## config.mk

```make
export PLATFORM = sky130hd
export DESIGN_NAME = burst_addr_gen
export DESIGN_NICKNAME = d
export VERILOG_FILES = /design/src/rtl/burst_addr_pkg.sv /design/src/rtl/burst_order.sv /design/src/rtl/burst_ctrl.sv /design/src/rtl/burst_addr_gen.sv
export SDC_FILE = /design/constraint.sdc
export NUM_CORES = 1
export LEC_CHECK = 0
export BUFFER_PORTS_ARGS = -buffer_cell sky130_fd_sc_hd__buf_2
export CAP_MARGIN = 40
export CELL_PAD_IN_SITES_DETAIL_PLACEMENT = 1
export CELL_PAD_IN_SITES_GLOBAL_PLACEMENT = 2
export CORE_ASPECT_RATIO = 1.4
export CORE_MARGIN = 4
export CORE_UTILIZATION = 27
export CTS_CLUSTER_DIAMETER = 30
export DETAILED_ROUTE_END_ITERATION = 16
export MAX_ROUTING_LAYER = met4
export PLACE_DENSITY_LB_ADDON = 0.05
export SYNTH_ARGS = -nofsm -noshare
export SYNTH_HDL_FRONTEND = slang
export SYNTH_HIERARCHICAL = 1
export SYNTH_SLANG_ARGS = --single-unit
```

## constraint.sdc

```tcl
create_clock -name clk -period 1.6 [get_ports clk]
set_input_delay 0.08 -clock clk [delete_from_list [all_inputs] [get_ports clk]]
set_output_delay 0.08 -clock clk [all_outputs]
set_load 0.05 [all_outputs]
```

## src/rtl/burst_addr_pkg.sv

```systemverilog
package burst_addr_pkg;

    typedef enum logic {
        ORD_LINEAR      = 1'b0,
        ORD_INTERLEAVED = 1'b1
    } order_e;

endpackage

```

## src/rtl/burst_order.sv

```systemverilog
module burst_order
    import burst_addr_pkg::*;
#(
    parameter int BEAT_W = 2
) (
    input  logic [BEAT_W-1:0] start_low,
    input  logic [BEAT_W-1:0] beat,
    input  logic              mode,
    output logic [BEAT_W-1:0] low
);

    logic [BEAT_W-1:0] lin_low;
    logic [BEAT_W-1:0] ilv_low;

    assign lin_low = start_low + beat;

    // Interleaved order: each bit is flipped independently by the beat count.
    for (genvar b = 0; b < BEAT_W; b++) begin : g_ilv
        assign ilv_low[b] = start_low[b] ^ beat[b];
    end

    always_comb begin
        if (order_e'(mode) == ORD_INTERLEAVED) begin
            low = ilv_low;
        end else begin
            low = lin_low;
        end
    end

endmodule

```

## src/rtl/burst_ctrl.sv

```systemverilog
module burst_ctrl #(
    parameter int ADDR_W = 17,
    parameter int BEAT_W = 2
) (
    input  logic              clk,
    input  logic              rst,
    input  logic              stall,
    input  logic              adv,
    input  logic              sel,
    input  logic [ADDR_W-1:0] ext_addr,
    input  logic [BEAT_W-1:0] low_next,
    output logic [BEAT_W-1:0] start_low,
    output logic [BEAT_W-1:0] beat_next,
    output logic [ADDR_W-1:0] acc_addr,
    output logic              acc_valid
);

    localparam int UPPER_W = ADDR_W - BEAT_W;

    typedef struct packed {
        logic              live;
        logic [BEAT_W-1:0] beat;
        logic [BEAT_W-1:0] start;
        logic [ADDR_W-1:0] addr;
    } ctrl_t;

    ctrl_t st_d;
    ctrl_t st_q;

    assign beat_next = st_q.beat + 1'b1;
    assign start_low = st_q.start;

    always_comb begin
        st_d = st_q;
        if (!stall) begin
            if (!adv) begin
                st_d.beat = '0;
                if (sel) begin
                    st_d.live  = 1'b1;
                    st_d.start = ext_addr[BEAT_W-1:0];
                    st_d.addr  = ext_addr;
                end else begin
                    st_d.live = 1'b0;
                end
            end else if (st_q.live) begin
                st_d.beat = beat_next;
                st_d.addr = {st_q.addr[ADDR_W-1 -: UPPER_W], low_next};
            end
        end
    end

    always_ff @(posedge clk) begin
        if (rst) begin
            st_q <= '0;
        end else begin
            st_q <= st_d;
        end
    end

    assign acc_addr  = st_q.addr;
    assign acc_valid = st_q.live;

endmodule

```

## src/rtl/burst_addr_gen.sv

```systemverilog
module burst_addr_gen #(
    parameter int ADDR_W = 17,
    parameter int BEAT_W = 2
) (
    input  logic              clk,
    input  logic              rst,
    input  logic              stall,
    input  logic              adv,
    input  logic              sel,
    input  logic              order_ilv,
    input  logic [ADDR_W-1:0] ext_addr,
    output logic [ADDR_W-1:0] acc_addr,
    output logic              acc_valid
);

    logic [BEAT_W-1:0] start_low;
    logic [BEAT_W-1:0] beat_next;
    logic [BEAT_W-1:0] low_next;

    burst_order #(
        .BEAT_W(BEAT_W)
    ) i_order (
        .start_low(start_low),
        .beat     (beat_next),
        .mode     (order_ilv),
        .low      (low_next)
    );

    burst_ctrl #(
        .ADDR_W(ADDR_W),
        .BEAT_W(BEAT_W)
    ) i_ctrl (
        .clk      (clk),
        .rst      (rst),
        .stall    (stall),
        .adv      (adv),
        .sel      (sel),
        .ext_addr (ext_addr),
        .low_next (low_next),
        .start_low(start_low),
        .beat_next(beat_next),
        .acc_addr (acc_addr),
        .acc_valid(acc_valid)
    );

endmodule

```

Word level (Yosys, flattened, before mapping)
Index checks and enable logic that the tools add are counted.
{ "word_totals": {"wordCells": 24, "reg_bits": 22} }
{ "classes": {"eq_ne": 1, "n_addsub": 2, "reduce_logical": 5, "mux": 7, "n_bitwise": 4} }
{ "op_table": {"columns": ["op", "n"], "rows": [
  ["$mux 17", 2],
  ["$mux 2", 4],
  ["$reduce_and 3->1", 2],
  ["$reduce_and 2->1", 2],
  ["$add 2x1->2 const B", 1],
  ["$add 2x2->2", 1],
  ["$ne 2x1->1 const B", 1],
  ["$not 1->1", 2],
  ["$reduce_bool 2->1", 1],
  ["$xor 1x1->1", 2],
  ["$mux 1", 1]
]} }

Logic depth before layout (Yosys ltp)
Gate-level depths: netlist of run 1.
{ "depth": {"word_depth": 5, "depth_mapped": 7, "depth_no_buf": 7} }

Hierarchy
Netlist of run 1, hierarchy kept.
{ "by_module_without_submodules": {"columns": ["module", "cells_each", "n_inst", "area_each_um2", "seq_area_each_um2"], "rows": [
  ["burst_ctrl", 104, 1, 1022.2, 440.4],
  ["burst_order", 4, 1, 36.3, 0.0]
]} }

Worst setup path before layout of run 1
OpenSTA, ideal clock, no wires.
{ "synth_timing": {"path_type": "register -> register", "start": "register i_ctrl.st_q, in the netlist i_ctrl/acc_valid", "end": "register i_ctrl.st_q, in the netlist i_ctrl/acc_addr[0]", "n_path_buf": 0, "path_slack_ps": 188, "synth_period_minus_slack_ps": 1412, "required_time_ps": 1529, "t_arrival_ps": 1342, "stages_incl_launch_ff": 4, "setup_ps": 71, "cell_sequence": "dfxtp_1 -> mux2i_1 -> or3_1 -> a21oi_1"} }
{ "synth_between": {"elab_chain_cells": 2} }
{ "synth_rtl": {"columns": ["element", "line", "text"], "rows": [
  ["from (decl)", "burst_ctrl.sv:28", "ctrl_t st_q;"],
  ["from (signal assigned)", "burst_ctrl.sv:56", "st_q <= st_d;"],
  ["$ne 2x1->1 (no source line)", null, null],
  ["$reduce_and 3->1 (no source line)", null, null]
]} }
Every way passes these cells.
A chain may end at the register's enable or synchronous reset.

Final worst setup path of run 1
{ "layout_timing": {"start": "register i_ctrl/st_q[19] in the netlist's numbering", "end": "register i_ctrl.st_q, in the netlist i_ctrl/acc_addr[1]"} }
{ "layout_between": {"elab_chain_cells": 5} }
{ "layout_rtl": {"columns": ["element", "line", "text"], "rows": [
  ["$add 2x1->2 *", "burst_ctrl.sv:30", "assign beat_next = st_q.beat + 1'b1;"],
  ["net beat_next[1]", "burst_addr_gen.sv:17", "logic [BEAT_W-1:0] beat_next;"],
  ["$add 2x2->2 / $xor 1x1->1 (equally long branches)", "burst_order.sv:15, burst_order.sv:19", null],
  ["$mux 2 *", "burst_order.sv:23", "if (order_e'(mode) == ORD_INTERLEAVED) begin"],
  ["net low_next[1]", "burst_addr_gen.sv:18", "logic [BEAT_W-1:0] low_next;"],
  ["$mux 2 *", "burst_ctrl.sv:45", "end else if (st_q.live) begin"],
  ["$mux 17 *", "burst_ctrl.sv:36", "if (!adv) begin"]
]} }
The timed path passes the listed nets; every way through them passes the cells marked *. The select of a mux whose other input is x is not followed.

==> flow_summary.toml, run 1 <==
[finish]
fillers = 459
layout.nets = 155
drive_gt1_frac = 0.415
final_common_cell = "buf_2"
layout_common_cells = "40 x buf_2, 21 x dfxtp_1, 20 x mux2i_1"
finalCoreUtilization = 0.337
area_growth_pct = 18.0
insertedDiodeCount = 0

[drt]
initialDrtViolationCount = 24
wl_per_cell_um = 13.5
drt.antenna.violating_nets = 0
routed_wl_mm = 2.31
vias_per_cell = 4.49
firstDrtPassIters = 4
vias = 773
drc = 0

[sta]
fin_skew_ps = 4.99
relSlewSlack = 0.704
post-route-min-period_ps = 1500
setup_violations = 0
hold_ws_ps = 48.2
setup_ws_ps = 103
fmax_mhz = 668
drv_slew = 0
post-route-period-util = 0.935
tns_ps = 0
finalHoldViolCount = 0
rsz0062_at_grt = "false"
worst_pin_slew_ps = 443

[placed_design]
place_ws_ps = 70.4
portBuffers = 40
globalplace.congestion = 0.655
hpwl_mm = 1.76

[clock_tree]
cts_sinks = 22
cts_max_level = 1
ctsHoldBuffers = 0
clk_path_buf_depth = 2
cts_buffers = 3
ctsRootBufferMaster = "clkbuf_8"
path_clk_slew_ps = 80
clk_latency_ps = 260
tritoncts = "done"
cts_setup_buffers = 0

[min_path]
worstHoldPathType = "primary input to flip-flop"

[synth]
synth_top_family_by_area = "buffers and inverters"
netlist_top_cells_area = "dfxtp_1 42%, mux2i_1 19%, buf_4 13%"
yosysTopAreaCell = "dfxtp_1"
postSynthCellCount = 108
ys_warn_count = 6
synth_compound_area_frac = 0.0449
ys_ff_latch = 22
yosys.area_share.simple = 0.124
synth.top_cell.area_share = 0.416
yosysSeqAreaShare = 0.416
synthXorXnorAreaFrac = 0.0248
synth_fa_ha_area_frac = 0.0118
synth_cell_types = 20
syn_avg_cell_area_sq_um = 9.80
syn_nets = 132
muxShareOfSynthArea = 0.189
synth_area_sq_um = 1060

[grt]
grt_max_degree = 23
track_usage = 0.106
antenna_found_initial = 0
grt_pass1_vias = 865
overflow = 0
grt_pass1_wl_mm = 3.84

[die]
io_pins = 41
row_count = 26
dieWidth_um = 60.9
start_util = 0.285
dieArea_sq_um = 5000
core_area_sq_um = 3710
die_y_um = 82.1

[flow_run]
max_cap_violations = 0

[critical_path]
startpoint_type = "flip-flop"
crit_path_end_kind = "flip-flop"
crit_path_max_fanout = 5
critical_path_class = "flip-flop to flip-flop"
worstPathRequired_ps = 1800
crit_arrival_ps = 1700

[power_and_ir_drop]
vdd_ir_drop_max_v = 0.000380
p_leak_nw = 0.561
p_per_area_nw_per_um2 = 1020

[outcome]
outcome = "complete, no violations"
[through the flow]
step / total power [W] / std cells / cell area, sq um
2_1_floorplan: 0.000732 / 108 / 1060
3_3_place_gp: 0.000764 / 168 / 1140
3_5_place_dp: 0.000768 / 168 / 1140
4_1_cts: 0.00130 / 172 / 1210
5_1_grt: 0.00133 / 172 / 1250
6_report: 0.00128 / 172 / 1250
[synthesized netlist by cell type]
library cell / count
dfxtp_1: 22
ha_1: 1
or3_1: 2
a21oi_1: 4
buf_12: 1
nor3_1: 2
buf_6: 2
buf_4: 19
xor2_1: 1
nor2_1: 18
xnor2_1: 2
inv_1: 2
nor3b_2: 1
clkbuf_1: 2
and3b_1: 1
mux2i_1: 20
o21ai_0: 4
nand3b_1: 1
a21boi_0: 1
nor2b_1: 2
[state kept, by name, summed over array words and instances, names as in the netlist]
name,cells
i_ctrl/start_low,2
i_ctrl/acc_addr,17
i_ctrl/st_q,2
i_ctrl/acc_valid,1
[critical path, cell delays in order (launching register included)]
cell and delay, ps:
dfxtp_4 370, xor2_2 180, xnor2_2 180, xnor2_2 130, mux2i_1 80, or3_1 380, a21oi_2 110
[power by group]
group	switching [W]	internal, W
combinational	0.000114	0.0000650
sequential	0.0000109	0.000564
clock	0.000187	0.000334
total	0.000312	0.000963
[repair_timing]
action                                 in CTS  in global routing
setup endpoints to repair                   0                  1
gates resized for setup                     0                  9
endpoints found under the hold margin       0                  0
[final timing paths]
path,slack [ps],cells past startpoint,endpoint,startpoint
worst max-delay path,100,6,i_ctrl/acc_addr[1],i_ctrl/st_q[19]
worst min register to register,500,2,i_ctrl/acc_addr[7],i_ctrl/acc_addr[7]
worst min-delay path,50,3,i_ctrl/acc_addr[11],ext_addr[11]
worst max register to register,100,6,i_ctrl/acc_addr[1],i_ctrl/st_q[19]
[final cells by class]
class / instances / area [sq um] / share of cell area
clock buffer: 3 / 41.3 / 0.0331
clock inverter: 1 / 30.0 / 0.0240
inverter: 2 / 7.51 / 0.00601
multi-input combinational: 60 / 458 / 0.367
sequential: 22 / 444 / 0.356
tap: 42 / 52.6 / 0.0421
timing repair buffer: 42 / 215 / 0.172
[cells by family (layout without fill, tap and decap cells)]
logic type / count (synthesis) / in the layout
compound gates: 9 / 9
xor+xnor: 3 / 3
fa+ha+maj: 1 / 1
buf+inv: 26 / 48
flops: 22 / 22
mux: 20 / 20
simple gates: 27 / 27
[metal layers]
layer	vias to the layer above	routed length (um)	share of wire	track usage
met5	-	0	0	-
met4	0	27	0.012	0.0390
met3	4	143	0.062	0.0236
met2	25	1260	0.55	0.197
met1	367	881	0.38	0.106
li1	377	-	-	-
No activity file was read; power rests on OpenSTA's default activity.
==> run 2: changes to the inputs <==
RECOVER_POWER = 50   (was not set)
==> flow_summary.toml, run 2 (synthesized netlist as in run 1, its figures left out) <==
[drt]
drc = 0
vias_per_cell = 4.48
wl_per_cell_um = 13.5
routed_wl_mm = 2.32
vias = 770
drt.antenna.violating_nets = 0
firstDrtPassIters = 4
initialDrtViolationCount = 18

[critical_path]
startpoint_type = "flip-flop"
worstSetupEndpoint = "i_ctrl/acc_addr[1]"
crit_arrival_ps = 1700
regToRegSetupSlack_ps = 100
r2r_start = "i_ctrl/st_q[19]"
critical_path_class = "flip-flop to flip-flop"
crit_path_max_fanout = 5
startpoint = "i_ctrl/st_q[19]"
timing.rr.end = "i_ctrl/acc_addr[1]"
crit_path_end_kind = "flip-flop"
reg2regPathDepth = 6
worstPathRequired_ps = 1800

[sta]
setup_violations = 0
post-route-min-period_ps = 1500
post-route-period-util = 0.935
rsz0062_at_grt = "false"
relSlewSlack = 0.657
setup_ws_ps = 104
drv_slew = 0
worst_pin_slew_ps = 514
finalHoldViolCount = 0
tns_ps = 0
hold_ws_ps = 48.5
fmax_mhz = 669
fin_skew_ps = 4.83

[die]
start_util = 0.285
dieArea_sq_um = 5000
core_area_sq_um = 3710
io_pins = 41
row_count = 26
die_y_um = 82.1
dieWidth_um = 60.9

[power_and_ir_drop]
switching_share = 0.245
clock_power_share = 0.410
p_int_w = 0.000961
p_switching_w = 0.000311
p_leak_nw = 0.552
p_seq_frac = 0.452
vdd_ir_drop_max_v = 0.000380
p_comb_frac = 0.138
p_per_area_nw_per_um2 = 1030

[finish]
largest_reg_flops = 17
final_common_cell = "buf_2"
multi_input_area_sq_um = 447
area_growth_pct = 16.3
regArea_sq_um = 444
drive_gt1_frac = 0.400
layout.nets = 155
fillers = 461
stdcell_count = 172
design_area_sq_um = 1230
layout_common_cells = "40 x buf_2, 21 x dfxtp_1, 20 x mux2i_1"
insertedDiodeCount = 0

[grt]
track_usage = 0.106
antenna_found_initial = 0
grt_pass1_wl_mm = 3.84
grt_max_degree = 23
overflow = 0
grt_pass1_vias = 865

[clock_tree]
path_clk_slew_ps = 80
tritoncts = "done"
clk_latency_ps = 260
cts_sinks = 22
cts_buffers = 3
clk_path_buf_depth = 2
cts_max_level = 1
ctsRootBufferMaster = "clkbuf_8"

[placed_design]
globalplace.congestion = 0.655
place_ws_ps = 70.4
post-place-cells = 168
dpl_cell_area_sq_um = 1140
portBuffers = 40
hpwl_mm = 1.76

[min_path]
worstHoldPathType = "primary input to flip-flop"
hold_depth = 3

[flow_run]
max_cap_violations = 0

[outcome]
outcome = "complete, no violations"
-- run 2: layer usage --
| layer | vias up | routed length (um) | track usage |
|---|---|---|---|
| li1 | 378 | - | - |
| met1 | 363 | 885 | 0.106 |
| met2 | 25 | 1260 | 0.197 |
| met3 | 4 | 143 | 0.0236 |
| met4 | 0 | 27 | 0.0390 |
| met5 | - | 0 | - |
-- run 2: area by class of cell --
type | instances | area share
clock buffer | 3 | 0.0335
clock inverter | 1 | 0.0244
inverter | 2 | 0.00610
multi-input combinational | 60 | 0.363
sequential | 22 | 0.361
tap | 42 | 0.0427
timing repair buffer | 42 | 0.170
-- run 2: worst min-delay path by stage --
| stage | start | end | slack [ps] |
|---|---|---|---|
| finish | ext_addr[11] | i_ctrl/acc_addr[11] | 50 |
| global route | ext_addr[9] | i_ctrl/acc_addr[9] | 60 |
| CTS | ext_addr[11] | i_ctrl/acc_addr[11] | 40 |
| detailed placement | ext_addr[16] | i_ctrl/acc_addr[16] | 320 |
| global placement | ext_addr[9] | i_ctrl/acc_addr[9] | 310 |
| floorplan | rst | i_ctrl/st_q[20] | 150 |
-- run 2: timing repair --
action	4_1_cts	5_1_grt
buffers inserted	0	0
hold buffers	0	0
setup endpoints to repair	0	1
resized for setup	0	9
endpoints found under the hold margin	0	0
-- run 2: stage by stage --
step                      utilization  power, W
after global placement          0.307  0.000764
final                           0.332   0.00127
after CTS                       0.327   0.00130
after detailed placement        0.307  0.000768
after floorplan                     -  0.000732
after global routing            0.332   0.00133
-- run 2: power groups by stage --
| stage | clock [W] | combinational (W) | sequential, W |
|---|---|---|---|
| global placement | 0 | 0.000176 | 0.000589 |
| CTS | 0.000543 | 0.000179 | 0.000577 |
| global route | 0.000560 | 0.000191 | 0.000578 |
| detailed placement | 0 | 0.000179 | 0.000589 |
| finish | 0.000521 | 0.000175 | 0.000575 |
| floorplan | 0 | 0.000142 | 0.000590 |
-- run 2: critical path: stages, from the launching register on --
cell	delay [ps]
dfxtp_4	370
xor2_2	180
xnor2_2	180
xnor2_2	130
mux2i_1	80
or3_1	380
a21oi_2	110
